File: config.mk
export PLATFORM = sky130hd
export DESIGN_NAME = uart_frame_tx
export DESIGN_NICKNAME = d
export VERILOG_FILES = /design/src/rtl/uart_tx_pkg.sv /design/src/rtl/uart_tx_lcr.sv /design/src/rtl/uart_tx_parity.sv /design/src/rtl/uart_tx_engine.sv /design/src/rtl/uart_frame_tx.sv
export SDC_FILE = /design/constraint.sdc
export NUM_CORES = 1
export LEC_CHECK = 0
export BUFFER_PORTS_ARGS = -buffer_cell sky130_fd_sc_hd__buf_2
export CELL_PAD_IN_SITES_DETAIL_PLACEMENT = 0
export CELL_PAD_IN_SITES_GLOBAL_PLACEMENT = 1
export CORE_MARGIN = 3
export CORE_UTILIZATION = 44
export DETAILED_ROUTE_END_ITERATION = 8
export GPL_ROUTABILITY_DRIVEN = 0
export GPL_TIMING_DRIVEN = 0
export PLACE_DENSITY_LB_ADDON = 0.1
export SLEW_MARGIN = 20
export SYNTH_ARGS = -nofsm -noshare
export SYNTH_HDL_FRONTEND = slang
export SYNTH_SLANG_ARGS = --single-unit
File: constraint.sdc
create_clock -name clk_i -period 2.2 [get_ports clk_i]
set_input_delay 0 -clock clk_i [delete_from_list [all_inputs] [get_ports clk_i]]
set_output_delay 0 -clock clk_i [all_outputs]
set_load 0.1 [all_outputs]
File: src/rtl/uart_tx_pkg.sv
package uart_tx_pkg;
  typedef struct packed {
    logic       stick;
    logic       even;
    logic       par_en;
    logic       stop_long;
    logic [1:0] wlen;
  } tx_fmt_t;

  typedef enum logic [2:0] {
    ST_IDLE  = 3'd0,
    ST_START = 3'd1,
    ST_DATA  = 3'd2,
    ST_PAR   = 3'd3,
    ST_STOP  = 3'd4
  } tx_state_e;
endpackage

File: src/rtl/uart_tx_lcr.sv
module uart_tx_lcr
  import uart_tx_pkg::*;
(
  input  logic          clk_i,
  input  logic          rst_ni,
  input  logic          we_i,
  input  logic [7:0]    wdata_i,
  output tx_fmt_t       fmt_o,
  output logic          brk_o,
  output logic          dlab_o
);
  logic [7:0] lcr_q;

  always_ff @(posedge clk_i or negedge rst_ni) begin
    if (!rst_ni)   lcr_q <= '0;
    else if (we_i) lcr_q <= wdata_i;
  end

  assign fmt_o  = tx_fmt_t'(lcr_q[5:0]);
  assign brk_o  = lcr_q[6];
  assign dlab_o = lcr_q[7];

  AST_LCR_HOLD: assert property (@(posedge clk_i) disable iff (!rst_ni)
    !we_i |=> $stable(lcr_q));
endmodule

File: src/rtl/uart_tx_parity.sv
module uart_tx_parity
  import uart_tx_pkg::*;
#(
  parameter int DATA_W = 8,
  parameter int MIN_W  = 5
) (
  input  logic [DATA_W-1:0] data_i,
  input  tx_fmt_t           fmt_i,
  output logic              par_o
);
  logic [DATA_W-1:0] mask;
  logic              ones_odd;

  always_comb begin
    for (int i = 0; i < DATA_W; i++)
      mask[i] = (i < (MIN_W + int'(fmt_i.wlen)));
    ones_odd = ^(data_i & mask);
    if (fmt_i.stick)     par_o = ~fmt_i.even;
    else if (fmt_i.even) par_o = ones_odd;
    else                 par_o = ~ones_odd;
  end
endmodule

File: src/rtl/uart_tx_engine.sv
module uart_tx_engine
  import uart_tx_pkg::*;
#(
  parameter int DATA_W        = 8,
  parameter int MIN_W         = 5,
  parameter int TICKS_PER_BIT = 16
) (
  input  logic              clk_i,
  input  logic              rst_ni,
  input  logic              tick_i,
  input  logic [DATA_W-1:0] data_i,
  input  logic              valid_i,
  input  tx_fmt_t           fmt_i,
  input  logic              par_i,
  output logic              ready_o,
  output logic              line_o
);
  localparam int CNT_W = $clog2(2 * TICKS_PER_BIT);
  localparam int BIT_W = $clog2(DATA_W);
  localparam logic [CNT_W-1:0] BIT_LIM  = CNT_W'(TICKS_PER_BIT - 1);
  localparam logic [CNT_W-1:0] HALF_LIM = CNT_W'(TICKS_PER_BIT + TICKS_PER_BIT / 2 - 1);
  localparam logic [CNT_W-1:0] TWO_LIM  = CNT_W'(2 * TICKS_PER_BIT - 1);

  tx_state_e         state_q;
  logic [CNT_W-1:0]  cnt_q, limit;
  logic [BIT_W-1:0]  bit_q, last_bit;
  logic [DATA_W-1:0] shreg_q;
  tx_fmt_t           fmt_q;
  logic              par_q;
  logic              accept;

  assign ready_o  = (state_q == ST_IDLE);
  assign accept   = valid_i && ready_o;
  assign last_bit = BIT_W'(MIN_W - 1) + BIT_W'(fmt_q.wlen);

  always_comb begin
    limit = BIT_LIM;
    if (state_q == ST_STOP && fmt_q.stop_long)
      limit = (fmt_q.wlen == 2'd0) ? HALF_LIM : TWO_LIM;
  end

  always_comb begin
    unique case (state_q)
      ST_START: line_o = 1'b0;
      ST_DATA:  line_o = shreg_q[0];
      ST_PAR:   line_o = par_q;
      default:  line_o = 1'b1;
    endcase
  end

  always_ff @(posedge clk_i or negedge rst_ni) begin
    if (!rst_ni) begin
      state_q <= ST_IDLE;
      cnt_q   <= '0;
      bit_q   <= '0;
      shreg_q <= '0;
      fmt_q   <= '0;
      par_q   <= 1'b0;
    end else if (accept) begin
      state_q <= ST_START;
      cnt_q   <= '0;
      bit_q   <= '0;
      shreg_q <= data_i;
      fmt_q   <= fmt_i;
      par_q   <= par_i;
    end else if (state_q != ST_IDLE && tick_i) begin
      if (cnt_q != limit) begin
        cnt_q <= cnt_q + 1'b1;
      end else begin
        cnt_q <= '0;
        unique case (state_q)
          ST_START: state_q <= ST_DATA;
          ST_DATA: begin
            shreg_q <= shreg_q >> 1;
            if (bit_q == last_bit) state_q <= fmt_q.par_en ? ST_PAR : ST_STOP;
            else                   bit_q   <= bit_q + 1'b1;
          end
          ST_PAR:  state_q <= ST_STOP;
          default: state_q <= ST_IDLE;
        endcase
      end
    end
  end

  AST_START_LOW: assert property (@(posedge clk_i) disable iff (!rst_ni)
    accept |=> !line_o);
  AST_FMT_HELD: assert property (@(posedge clk_i) disable iff (!rst_ni)
    (state_q != ST_IDLE) |=> $stable(fmt_q));
  AST_IDLE_HIGH: assert property (@(posedge clk_i) disable iff (!rst_ni)
    ready_o |-> line_o);
  AST_NO_TICK_HOLD: assert property (@(posedge clk_i) disable iff (!rst_ni)
    (!tick_i && state_q != ST_IDLE) |=> ($stable(cnt_q) && $stable(state_q)));
  AST_CNT_RANGE: assert property (@(posedge clk_i) disable iff (!rst_ni)
    cnt_q <= limit);
endmodule

File: src/rtl/uart_frame_tx.sv
module uart_frame_tx
  import uart_tx_pkg::*;
#(
  parameter int DATA_W        = 8,
  parameter int TICKS_PER_BIT = 16
) (
  input  logic              clk_i,
  input  logic              rst_ni,
  input  logic              reg_we_i,
  input  logic [7:0]        reg_wdata_i,
  input  logic              baud_tick_i,
  input  logic [DATA_W-1:0] data_i,
  input  logic              valid_i,
  output logic              ready_o,
  output logic              tx_o,
  output logic              divisor_access_o
);
  localparam int MIN_W = 5;

  tx_fmt_t fmt;
  logic    brk, par, line;

  uart_tx_lcr u_lcr (
    .clk_i  (clk_i),
    .rst_ni (rst_ni),
    .we_i   (reg_we_i),
    .wdata_i(reg_wdata_i),
    .fmt_o  (fmt),
    .brk_o  (brk),
    .dlab_o (divisor_access_o)
  );

  uart_tx_parity #(.DATA_W(DATA_W), .MIN_W(MIN_W)) u_par (
    .data_i(data_i),
    .fmt_i (fmt),
    .par_o (par)
  );

  uart_tx_engine #(.DATA_W(DATA_W), .MIN_W(MIN_W), .TICKS_PER_BIT(TICKS_PER_BIT)) u_eng (
    .clk_i  (clk_i),
    .rst_ni (rst_ni),
    .tick_i (baud_tick_i),
    .data_i (data_i),
    .valid_i(valid_i),
    .fmt_i  (fmt),
    .par_i  (par),
    .ready_o(ready_o),
    .line_o (line)
  );

  // break masks the line; the engine keeps running
  assign tx_o = line & ~brk;
endmodule

==> results.sh, run 1 <==
export IMPL_area_growth_syn_to_layout_pct=22.8
export IMPL_num_antenna_cells=0
export IMPL_cp_start_kind="flop"
export IMPL_synth_flop_cell="dfrtp_1"
export IMPL_drtIter0Drc=58
export IMPL_holdPathStages=3
export IMPL_clock_sinks=32
export IMPL_p_sw_mw=0.880
export IMPL_async_reset_ff_share_pct=100
export IMPL_min_to="u_eng.shreg_q[0]"
export IMPL_drc=0
export IMPL_reg2reg_from="u_eng.state_q[0]"
export IMPL_path_class="flop to flop"
export IMPL_ys_types=46
export IMPL_die_h_um=68.0
export IMPL_fin_crit_ns=1.99
export IMPL_p_leak_nw=0.916
export IMPL_max_stage_delay_ns=0.50
export IMPL_final_nets=224
export IMPL_n_fill_cell=315
export IMPL_multi_input_area_um2=828
export IMPL_drive_above_1_share_pct=24.3
export IMPL_postCtsResizedCells=0
export IMPL_wl_per_cell_um=13.7
export IMPL_critPathSlowestCell="or4_4"
export IMPL_cts_root_buf="clkbuf_8"
export IMPL_grt_ovfl_total=0
export IMPL_start_util_pct=48.1
export IMPL_ys_ff_latch=32
export IMPL_synth_edf_count=0
export IMPL_grt_max_degree=33
export IMPL_first_global_vias=1341
export IMPL_rsz0062_at_grt="false"
export IMPL_yosysSeqAreaShare_pct=47.3
export IMPL_path_cells="buf_6, or4_4, o21a_1, o21bai_2, buf_2, o211ai_1, o31ai_1"
export IMPL_yosys_area_top_type="dfrtp_1"
export IMPL_syn_num_nets=185
export IMPL_min_path_type="input pin to flop"
export IMPL_cp_max_fo=10
export IMPL_rr_worst_depth=7
export IMPL_worstMarginPinSlew_ns=0.724
export IMPL_clk_latency_ns=0.28
export IMPL_postSynthCellCount=162
export IMPL_intPower_mw=1.44
export IMPL_fp_dieW_um=68.0
export IMPL_fin_setup_tns_ns=0
export IMPL_maxSlewHeadroom_pct=51.8
export IMPL_vias=1346
export IMPL_status="complete, no violations"
export IMPL_yosysWarnings=0
export IMPL_synth_cell_area_um2=1690
export IMPL_p_sw_share_pct=38.0
export IMPL_clk_pin_slew_worst_paths_ns=0.07
export IMPL_dr_pass1_iters=4
export IMPL_max_freq_ghz=0.502
export IMPL_ios=24
export IMPL_track_usage_pct=17.9
export IMPL_finalSetupViolCount=0
export IMPL_ir_drop_v=0.000715
export IMPL_worst_clock_skew_ns=0.0102
export IMPL_row_count=21
export IMPL_clock_power_share_pct=19.6
export IMPL_numCtsBuffers=5
export IMPL_powerDensity_nw_per_um2=1110
export IMPL_path_buf_inv=2
export IMPL_fin_crit_sh_pct=90.6
export IMPL_core_area_um2=3520
export IMPL_cts_tree="built"
export IMPL_syn_area_per_cell_um2=10.4
export IMPL_vias_per_cell=5.43
export IMPL_port_buffers=22
export IMPL_cp_arrival_ns=2.16
export IMPL_power_mw=2.31
export IMPL_dieArea_um2=4630
export IMPL_wirelength_um=3390
export IMPL_finalHoldViolCount=0
export IMPL_power_frac_seq_pct=42.2
export IMPL_grt_pass1_wl_um=6100
export IMPL_cp_required_ns=2.37
export IMPL_combPwrFrac_pct=38.2
export IMPL_ant_nets=0
export IMPL_hold_start="data_i[0]"
export IMPL_h_tree_depth=2
export IMPL_synth_top_area_share_pct=47.3
export IMPL_critical_path_startpoint="u_eng.state_q[0]"
export IMPL_cts_max_path_buffers=2
export IMPL_grt_antenna_before_repair=0
export IMPL_seqCellArea_um2=801
export IMPL_hpwl_um=2450
export IMPL_r2r_end="u_eng.bit_q[1]"
export IMPL_reg2reg_slack_ns=0.21
export IMPL_slew_violations=0
export IMPL_critical_path_top_delay_family="compound AO/OA/AOI/OAI gates"
export IMPL_drv_cap=0
export IMPL_yosys_top_cells_area="dfrtp_1 47%, mux2_2 5.3%, nand2_1 4.7%, mux2i_1 4.1%, xnor2_1 3.6%"
export IMPL_critPathCaptureType="flop"
[layout by cell type, fill, tap and decap left out, types with 2 or more instances in the layout]
master         netlist  final
a22o_1               2      2
and2_1               3      3
buf_2                3     23
buf_6                2      5
clkbuf_1             3      5
clkbuf_8             0      6
dfrtp_1             32     32
dlygate4sd3_1        0     10
ha_1                 2      2
inv_1                5      5
mux2_2               8      8
mux2i_1              7      7
nand2_1             21     21
nand2b_1             2      2
nand3_1             12     12
nor2_1               5      5
nor3_4               1      2
o211ai_1             2      2
o21a_1               2      2
o21ai_0             12     12
o31ai_1              4      4
xnor2_1              7      7
[synth_stat cells (3+ instances only)]
| cell | instances |
|---|---|
| nand3_1 | 12 |
| o31ai_1 | 4 |
| mux2i_1 | 7 |
| nor2_1 | 5 |
| dfrtp_1 | 32 |
| and2_1 | 3 |
| xnor2_1 | 7 |
| clkbuf_1 | 3 |
| nand2_1 | 21 |
| inv_1 | 5 |
| o21ai_0 | 12 |
| buf_2 | 3 |
| mux2_2 | 8 |
[worst min-delay path, delay by kind of cell]
kind                   cells  cell delay [ns]
muxes                      1             0.06
buffers and inverters      1             0.10
AOI/OAI and AO/OA          1             0.13
[area by class of cell]
| cell class | instances | area share (%) |
|---|---|---|
| multi-input cells | 116 | 39.9 |
| flip-flops and latches | 32 | 38.5 |
| repair buffers | 32 | 10.1 |
| clock buffers | 8 | 4.33 |
| plain buffers | 9 | 3.49 |
| well taps | 46 | 2.77 |
| inverters | 5 | 0.903 |
[power groups by stage]
| stage | logic, mW | registers (mW) | clock network [mW] |
|---|---|---|---|
| floorplan | 0.709 | 0.955 | 0 |
| global placement | 0.859 | 0.975 | 0 |
| detailed placement | 0.879 | 0.986 | 0 |
| CTS | 0.895 | 0.975 | 0.474 |
| global route | 1.01 | 1.01 | 0.501 |
| finish | 0.884 | 0.976 | 0.455 |
[how the worst max path moves through the flow]
stage                       end  slack (ns)  cells after the start
2_1_floorplan  u_eng.shreg_q[4]       0.003                      7
3_3_place_gp   u_eng.state_q[0]        0.23                      5
3_5_place_dp     u_eng.bit_q[2]        0.22                      7
4_1_cts          u_eng.bit_q[1]        0.20                      7
5_1_grt          u_eng.bit_q[1]        0.08                      7
6_report         u_eng.bit_q[1]        0.21                      7
[per-layer routing]
| metal | wire [µm] | vias up | global-route usage, % |
|---|---|---|---|
| li1 | - | 657 | - |
| met1 | 1520 | 654 | 21.8 |
| met2 | 1670 | 31 | 30.0 |
| met3 | 147 | 4 | 4.93 |
| met4 | 46 | 0 | 7.20 |
| met5 | 0 | - | 0 |
[sequential cells by signal, indices dropped and copies added (netlist names)]
| name | count |
|---|---|
| u_eng.state_q | 3 |
| u_lcr.lcr_q | 8 |
| u_eng.shreg_q | 8 |
| u_eng.fmt_q | 4 |
| u_eng.bit_q | 3 |
| u_eng.cnt_q | 5 |
| u_eng.par_q | 1 |
[metrics by stage]
| stage | cell area (µm²) | utilization, % | worst slack (ns) | hold slack (ns) | std cells |
|---|---|---|---|---|---|
| 5_1_grt | 2080 | 59.0 | 0.0792 | 0.0644 | 248 |
| 3_3_place_gp | 1890 | 53.6 | 0.232 | 0.0835 | 230 |
| 2_1_floorplan | 1720 | - | 0.00313 | -0.296 | 162 |
| 4_1_cts | 2080 | 59.0 | 0.196 | 0.0455 | 248 |
| 3_5_place_dp | 1890 | 53.6 | 0.220 | 0.103 | 230 |
| 6_report | 2080 | 59.0 | 0.207 | 0.0497 | 248 |
[repair_timing]
item,4_1_cts,5_1_grt
hold buffers,10,0
endpoints found under the hold margin,41,0
buffers inserted,0,0
[logic make-up (layout without fill, tap and decap cells)]
logic type               after synthesis  in the layout  synth area share [%]
AND/OR/NAND/NOR                       54             54                  16.5
AO/OA/AOI/OAI                         36             36                  15.4
flip-flops                            32             32                  47.3
multiplexers                          15             15                  9.46
buffers and inverters                 14             54                  4.43
XOR/XNOR                               9              9                  5.47
adder cells (fa/ha/maj)                2              2                  1.48
Note: power is estimated with default switching activity, not from simulation.
==> inputs of run 2 (changes only) <==
--- a/config.mk
+++ b/config.mk
@@ -17,4 +17,5 @@
 export SLEW_MARGIN = 20
 export SYNTH_ARGS = -nofsm -noshare
 export SYNTH_HDL_FRONTEND = slang
+export SYNTH_HIERARCHICAL = 1
 export SYNTH_SLANG_ARGS = --single-unit
==> run 2 against run 1 <==
Effect of this change: core utilization decreased by 1.7 points; final cell count increased by 2.0%; register-to-register slack got worse by 0.05 ns; sequential power decreased by 1%; maximum frequency decreased by 2.6%; synthesized area increased by 1.8%; critical path type unchanged; critical endpoint is now u_eng/cnt_q[0]; largest cell class unchanged; highest routed layer unchanged.
==> results.sh, run 2 <==
export IMPL_status="complete, no violations"
export IMPL_critPathCaptureType="flop"
export IMPL_num_antenna_cells=0
export IMPL_wl_per_cell_um=14.5
export IMPL_ys_ff_latch=32
export IMPL_min_to="u_eng/shreg_q[0]"
export IMPL_reg_top3="u_eng/shreg_q (8), u_lcr/lcr_q (8), u_eng/cnt_q (5)"
export IMPL_final_cell_mix="32 x dfrtp_1, 29 x nand2_1, 22 x buf_2"
export IMPL_yosys_top_cells_area="dfrtp_1 46%, mux2_4 7.0%, nand2_1 6.3%, xor2_1 3.6%, a31oi_1 2.2%"
export IMPL_async_reset_ff_share_pct=100
export IMPL_holdWs_ns=0.00610
export IMPL_cts_root_buf="clkbuf_8"
export IMPL_r2r_end="u_eng/cnt_q[0]"
export IMPL_cp_required_ns=2.34
export IMPL_drv_cap=0
export IMPL_path_class="flop to flop"
export IMPL_final_nets=227
export IMPL_ant_nets=0
export IMPL_grt_max_degree=33
export IMPL_critPathSlowestCell="nor4b_4"
export IMPL_synth_edf_count=0
export IMPL_dr_pass1_iters=4
export IMPL_first_global_vias=1361
export IMPL_cp_start_kind="flop"
export IMPL_powerDensity_nw_per_um2=1040
export IMPL_yosysWarnings=6
export IMPL_min_path_type="input pin to flop"
export IMPL_wirelength_um=3680
export IMPL_reg2reg_slack_ns=0.15
export IMPL_synth_top_area_share_pct=46.5
export IMPL_synthTopCellsByCount="32 x dfrtp_1, 29 x nand2_1, 8 x mux2_4"
export IMPL_fin_crit_sh_pct=93.0
export IMPL_fin_crit_ns=2.05
export IMPL_yosys_area_top_type="dfrtp_1"
export IMPL_hold_start="data_i[0]"
export IMPL_cp_arrival_ns=2.19
export IMPL_max_freq_ghz=0.489
export IMPL_drtIter0Drc=94
export IMPL_syn_num_nets=185
export IMPL_worst_slack_ns=0.153
export IMPL_row_count=22
export IMPL_slew_violations=0
export IMPL_finalHoldViolCount=0
export IMPL_hpwl_um=2630
export IMPL_n_fill_cell=323
export IMPL_rr_worst_depth=4
export IMPL_area_growth_syn_to_layout_pct=23.6
export IMPL_max_stage_delay_ns=0.61
export IMPL_clk_pin_slew_worst_paths_ns=0.07
export IMPL_clock_sinks=32
export IMPL_vias=1378
export IMPL_finalSetupViolCount=0
export IMPL_port_buffers=22
export IMPL_grt_antenna_before_repair=0
export IMPL_fin_setup_tns_ns=0
export IMPL_worstMarginPinSlew_ns=0.705
export IMPL_fp_dieW_um=68.6
export IMPL_rsz0062_at_grt="false"
export IMPL_stdcell_count=253
export IMPL_vias_per_cell=5.45
export IMPL_numCtsBuffers=5
export IMPL_h_tree_depth=2
export IMPL_worst_clock_skew_ns=0.00299
export IMPL_syn_area_per_cell_um2=10.6
export IMPL_yosysSeqAreaShare_pct=46.5
export IMPL_track_usage_pct=18.9
export IMPL_ir_drop_v=0.000559
export IMPL_dp_worst_setup_slack_ns=-0.0584
export IMPL_final_common_cell="dfrtp_1"
export IMPL_path_cells="clkbuf_1, nor4b_4, clkbuf_1, nor3_1"
export IMPL_grt_ovfl_total=0
export IMPL_cts_max_path_buffers=2
export IMPL_cts_tree="built"
export IMPL_die_h_um=68.6
export IMPL_grt_pass1_wl_um=6470
export IMPL_start_util_pct=46.4
export IMPL_drc=0
export IMPL_synth_flop_cell="dfrtp_1"
export IMPL_critical_path_top_delay_family="simple AND/OR/NAND/NOR gates"
export IMPL_placedCellCount=232
export IMPL_yosysMostFrequentCell="dfrtp_1"
export IMPL_cp_max_fo=10
export IMPL_maxSlewHeadroom_pct=53.0
export IMPL_crit_top_cell="clkbuf_1"
export IMPL_ios=24
export IMPL_drive_above_1_share_pct=23.9
export IMPL_dieArea_um2=4700
export IMPL_synth_cell_area_um2=1720
export IMPL_holdPathStages=3
export IMPL_path_buf_inv=2
export IMPL_postSynthCellCount=162
export IMPL_p_leak_nw=0.982
export IMPL_ys_types=44
export IMPL_core_area_um2=3720
export IMPL_clk_latency_ns=0.28
export IMPL_reg2reg_from="u_eng/state_q[1]"
export IMPL_utilization_pct=57.3
run 2: timing repair:
| item | 4_1_cts | 5_1_grt |
|---|---|---|
| hold endpoints to repair | 44 | 0 |
| resized for setup | 1 | 0 |
| setup buffers | 0 | 0 |
| hold buffers | 13 | 0 |
| endpoints found under the setup margin | 6 | 0 |
run 2: report_power, final:
part           internal (mW)  leakage [nW]  switching, mW
Sequential             0.786         0.392          0.181
Combinational          0.328         0.539          0.453
Clock                  0.249        0.0510          0.215
Total                   1.36         0.982          0.849
run 2: final cells by class:
class	instances	area [µm²]	share of cell area, %
Buffer	8	45.0	2.12
Clock buffer	6	82.6	3.88
Clock inverter	2	10.0	0.470
Inverter	4	15.0	0.705
Multi-Input combinational cell	118	876	41.1
Sequential cell	32	801	37.6
Tap cell	48	60.1	2.82
Timing Repair Buffer	35	240	11.3
run 2: stage by stage:
step,power [mW],cell area (µm²)
floorplan,1.53,1730
global placement,1.70,1900
detailed placement,1.73,1900
CTS,2.23,2130
global route,2.38,2130
finish,2.21,2130
run 2: kinds of logic after synthesis:
family | count (synthesis) | share of synthesized area (%)
and+or+nand+nor | 65 | 20.2
adders and majority gates | 2 | 1.45
DFF | 32 | 46.5
AOI/OAI and AO/OA | 31 | 14.0
muxes | 9 | 7.55
buffers and inverters | 12 | 3.49
xor gates and xnor gates | 11 | 6.83
run 2: worst reg2reg max path, delay by kind of cell (launching register included):
kind,cells,cell delay (ns)
buffers and inverters,2,0.73
flip-flops,1,0.43
AND/OR/NAND/NOR,2,0.75
run 2: how the worst max path moves through the flow:
| stage | from | to | slack, ns | depth (start not counted) |
|---|---|---|---|---|
| floorplan | u_eng/state_q[0] | u_eng/state_q[2] | 0.36 | 5 |
| detailed placement | u_eng/state_q[1] | u_eng/cnt_q[0] | -0.06 | 4 |
| global route | u_eng/state_q[1] | u_eng/par_q | 0.04 | 5 |
| finish | u_eng/state_q[1] | u_eng/cnt_q[0] | 0.15 | 4 |
| CTS | u_eng/state_q[1] | tx_o | 0.13 | 5 |
| global placement | u_eng/state_q[1] | u_eng/cnt_q[0] | -0.007 | 4 |
run 2: per-layer routing:
layer | track usage [%] | vias to the layer above | part of all wire, %
met2 | 27.5 | 34 | 47
met3 | 5.51 | 8 | 4.7
met4 | 8.93 | 0 | 2.4
li1 | - | 668 | -
met1 | 25.8 | 668 | 45
met5 | 0 | - | 0
==> inputs of run 3 (changes only) <==
--- a/config.mk
+++ b/config.mk
@@ -5,7 +5,8 @@
 export SDC_FILE = /design/constraint.sdc
 export NUM_CORES = 1
 export LEC_CHECK = 0
-export BUFFER_PORTS_ARGS = -buffer_cell sky130_fd_sc_hd__buf_2
+export BUFFER_PORTS_ARGS = -buffer_cell sky130_fd_sc_hd__buf_4
+export CAP_MARGIN = 20
 export CELL_PAD_IN_SITES_DETAIL_PLACEMENT = 0
 export CELL_PAD_IN_SITES_GLOBAL_PLACEMENT = 1
 export CORE_MARGIN = 3
==> run 3 against run 2 <==
Effect of this change: clock skew fell by 0.00094 ns; worst setup slack improved by 0.083 ns; critical endpoint is now u_eng/bit_q[2]; flip-flop and latch count did not move; die area did not move; final cell count rose by 0.40%; clock power rose by 31%.
==> results.sh, run 3 (synthesized netlist as in run 2, its figures left out) <==
export IMPL_reg2reg_from="u_eng/cnt_q[0]"
export IMPL_fin_setup_tns_ns=0
export IMPL_grt_max_degree=33
export IMPL_ios=24
export IMPL_power_mw=2.38
export IMPL_ant_nets=0
export IMPL_wirelength_um=3730
export IMPL_drtIter0Drc=55
export IMPL_row_count=22
export IMPL_h_tree_depth=2
export IMPL_status="complete, no violations"
export IMPL_cp_start_kind="flop"
export IMPL_port_buffers=22
export IMPL_vias=1382
export IMPL_fin_crit_sh_pct=89.3
export IMPL_cp_required_ns=2.35
export IMPL_drc=0
export IMPL_max_freq_ghz=0.509
export IMPL_cts_max_path_buffers=2
export IMPL_finalHoldViolCount=0
export IMPL_p_leak_nw=1.02
export IMPL_n_fill_cell=324
export IMPL_holdPathStages=3
export IMPL_finalSetupViolCount=0
export IMPL_final_cell_mix="32 x dfrtp_1, 29 x nand2_1, 22 x buf_4"
export IMPL_ir_drop_v=0.000669
export IMPL_track_usage_pct=18.4
export IMPL_grt_antenna_before_repair=0
export IMPL_grt_ovfl_total=0
export IMPL_fin_crit_ns=1.96
export IMPL_min_to="u_eng/shreg_q[2]"
export IMPL_area_growth_syn_to_layout_pct=29.3
export IMPL_num_antenna_cells=0
export IMPL_worstMarginPinSlew_ns=0.549
export IMPL_clk_pin_slew_worst_paths_ns=0.07
export IMPL_worst_clock_skew_ns=0.00205
export IMPL_final_common_cell="dfrtp_1"
export IMPL_path_class="flop to flop"
export IMPL_die_h_um=68.6
export IMPL_cts_root_buf="clkbuf_8"
export IMPL_maxSlewHeadroom_pct=63.4
export IMPL_numCtsBuffers=5
export IMPL_hpwl_um=2610
export IMPL_wl_per_cell_um=14.7
export IMPL_min_path_type="input pin to flop"
export IMPL_core_area_um2=3720
export IMPL_critPathCaptureType="flop"
export IMPL_vias_per_cell=5.44
export IMPL_hold_start="data_i[2]"
export IMPL_dr_pass1_iters=4
export IMPL_cts_repair_timing_setup_buffer_count=0
export IMPL_cp_arrival_ns=2.12
export IMPL_drv_cap=0
export IMPL_rsz0062_at_grt="false"
export IMPL_slew_violations=0
export IMPL_grt_pass1_wl_um=6300
export IMPL_fp_dieW_um=68.6
export IMPL_cp_max_fo=10
export IMPL_clk_latency_ns=0.28
export IMPL_final_nets=228
export IMPL_drive_above_1_share_pct=23.8
export IMPL_first_global_vias=1325
export IMPL_reg2reg_slack_ns=0.24
export IMPL_powerDensity_nw_per_um2=1070
export IMPL_dieArea_um2=4700
export IMPL_rr_worst_depth=6
export IMPL_start_util_pct=46.4
export IMPL_clock_sinks=32
export IMPL_cts_tree="built"
export IMPL_r2r_end="u_eng/bit_q[2]"
export IMPL_reg_top3="u_eng/shreg_q (8), u_lcr/lcr_q (8), u_eng/cnt_q (5)"
[run 3: changes by cell type in the layout (fill, tap and decap cells not counted), sizes merged]
| cell | previous run | this run |
|---|---|---|
| bufinv | 0 | 1 |
| clkbuf | 11 | 12 |
| clkinv | 2 | 0 |
| dlygate4sd3 | 13 | 14 |
[run 3: metal layers]
metal  track usage [%]  vias up  wire, µm
met5                 0        -         0
met4              6.20        0        54
met2              30.3       31      1790
met3              5.83        6       167
li1                  -      668         -
met1              22.7      677      1720
[run 3: power by group]
part	switching (mW)	internal [mW]	total, mW
clock network	0.211	0.399	0.610
registers	0.180	0.786	0.966
logic	0.454	0.348	0.802
[run 3: final cells by class]
cell class                      count  area [µm²]  area share [%]
Timing Repair Buffer               36         305            13.7
Inverter                            4        15.0           0.674
Buffer                              8        45.0            2.02
Clock inverter                      1        30.0            1.35
Sequential cell                    32         801            35.9
Tap cell                           48        60.1            2.70
Clock buffer                        7        96.3            4.32
Multi-Input combinational cell    118         876            39.3
[run 3: worst max path at each step]
stage	from	end	slack, ns
after floorplan	u_eng/state_q[0]	u_eng/state_q[2]	0.36
after global placement	u_eng/state_q[1]	u_eng/cnt_q[0]	0.04
after detailed placement	u_eng/state_q[1]	u_eng/cnt_q[4]	0.05
after CTS	u_eng/state_q[1]	u_eng/cnt_q[4]	0.04
after global routing	u_eng/state_q[1]	u_eng/bit_q[2]	0.007
final	u_eng/cnt_q[0]	u_eng/bit_q[2]	0.24
[run 3: critical path: stages (launching register included)]
cell and delay (ns):
dfrtp_1 0.39, ha_1 0.22, and4b_1 0.28, nand4_1 0.19
clkbuf_1 0.31, o311ai_1 0.33, o41ai_1 0.11
[run 3: timing repair]
item,CTS,global route
gates resized for setup,0,1
setup endpoints to repair,0,10
hold buffers,14,0
hold endpoints to repair,45,0
[run 3: through the flow]
step | std cells | util (%) | worst slack [ns] | hold slack, ns | cell area, µm²
after CTS | 254 | 59.7 | 0.0353 | 0.00585 | 2220
after global routing | 254 | 60.0 | 0.00725 | 0.00796 | 2230
after global placement | 232 | 52.6 | 0.0379 | -0.0401 | 1950
after detailed placement | 232 | 52.6 | 0.0458 | -0.0353 | 1950
after floorplan | 162 | - | 0.356 | -0.296 | 1730
final | 254 | 60.0 | 0.236 | 0.0136 | 2230
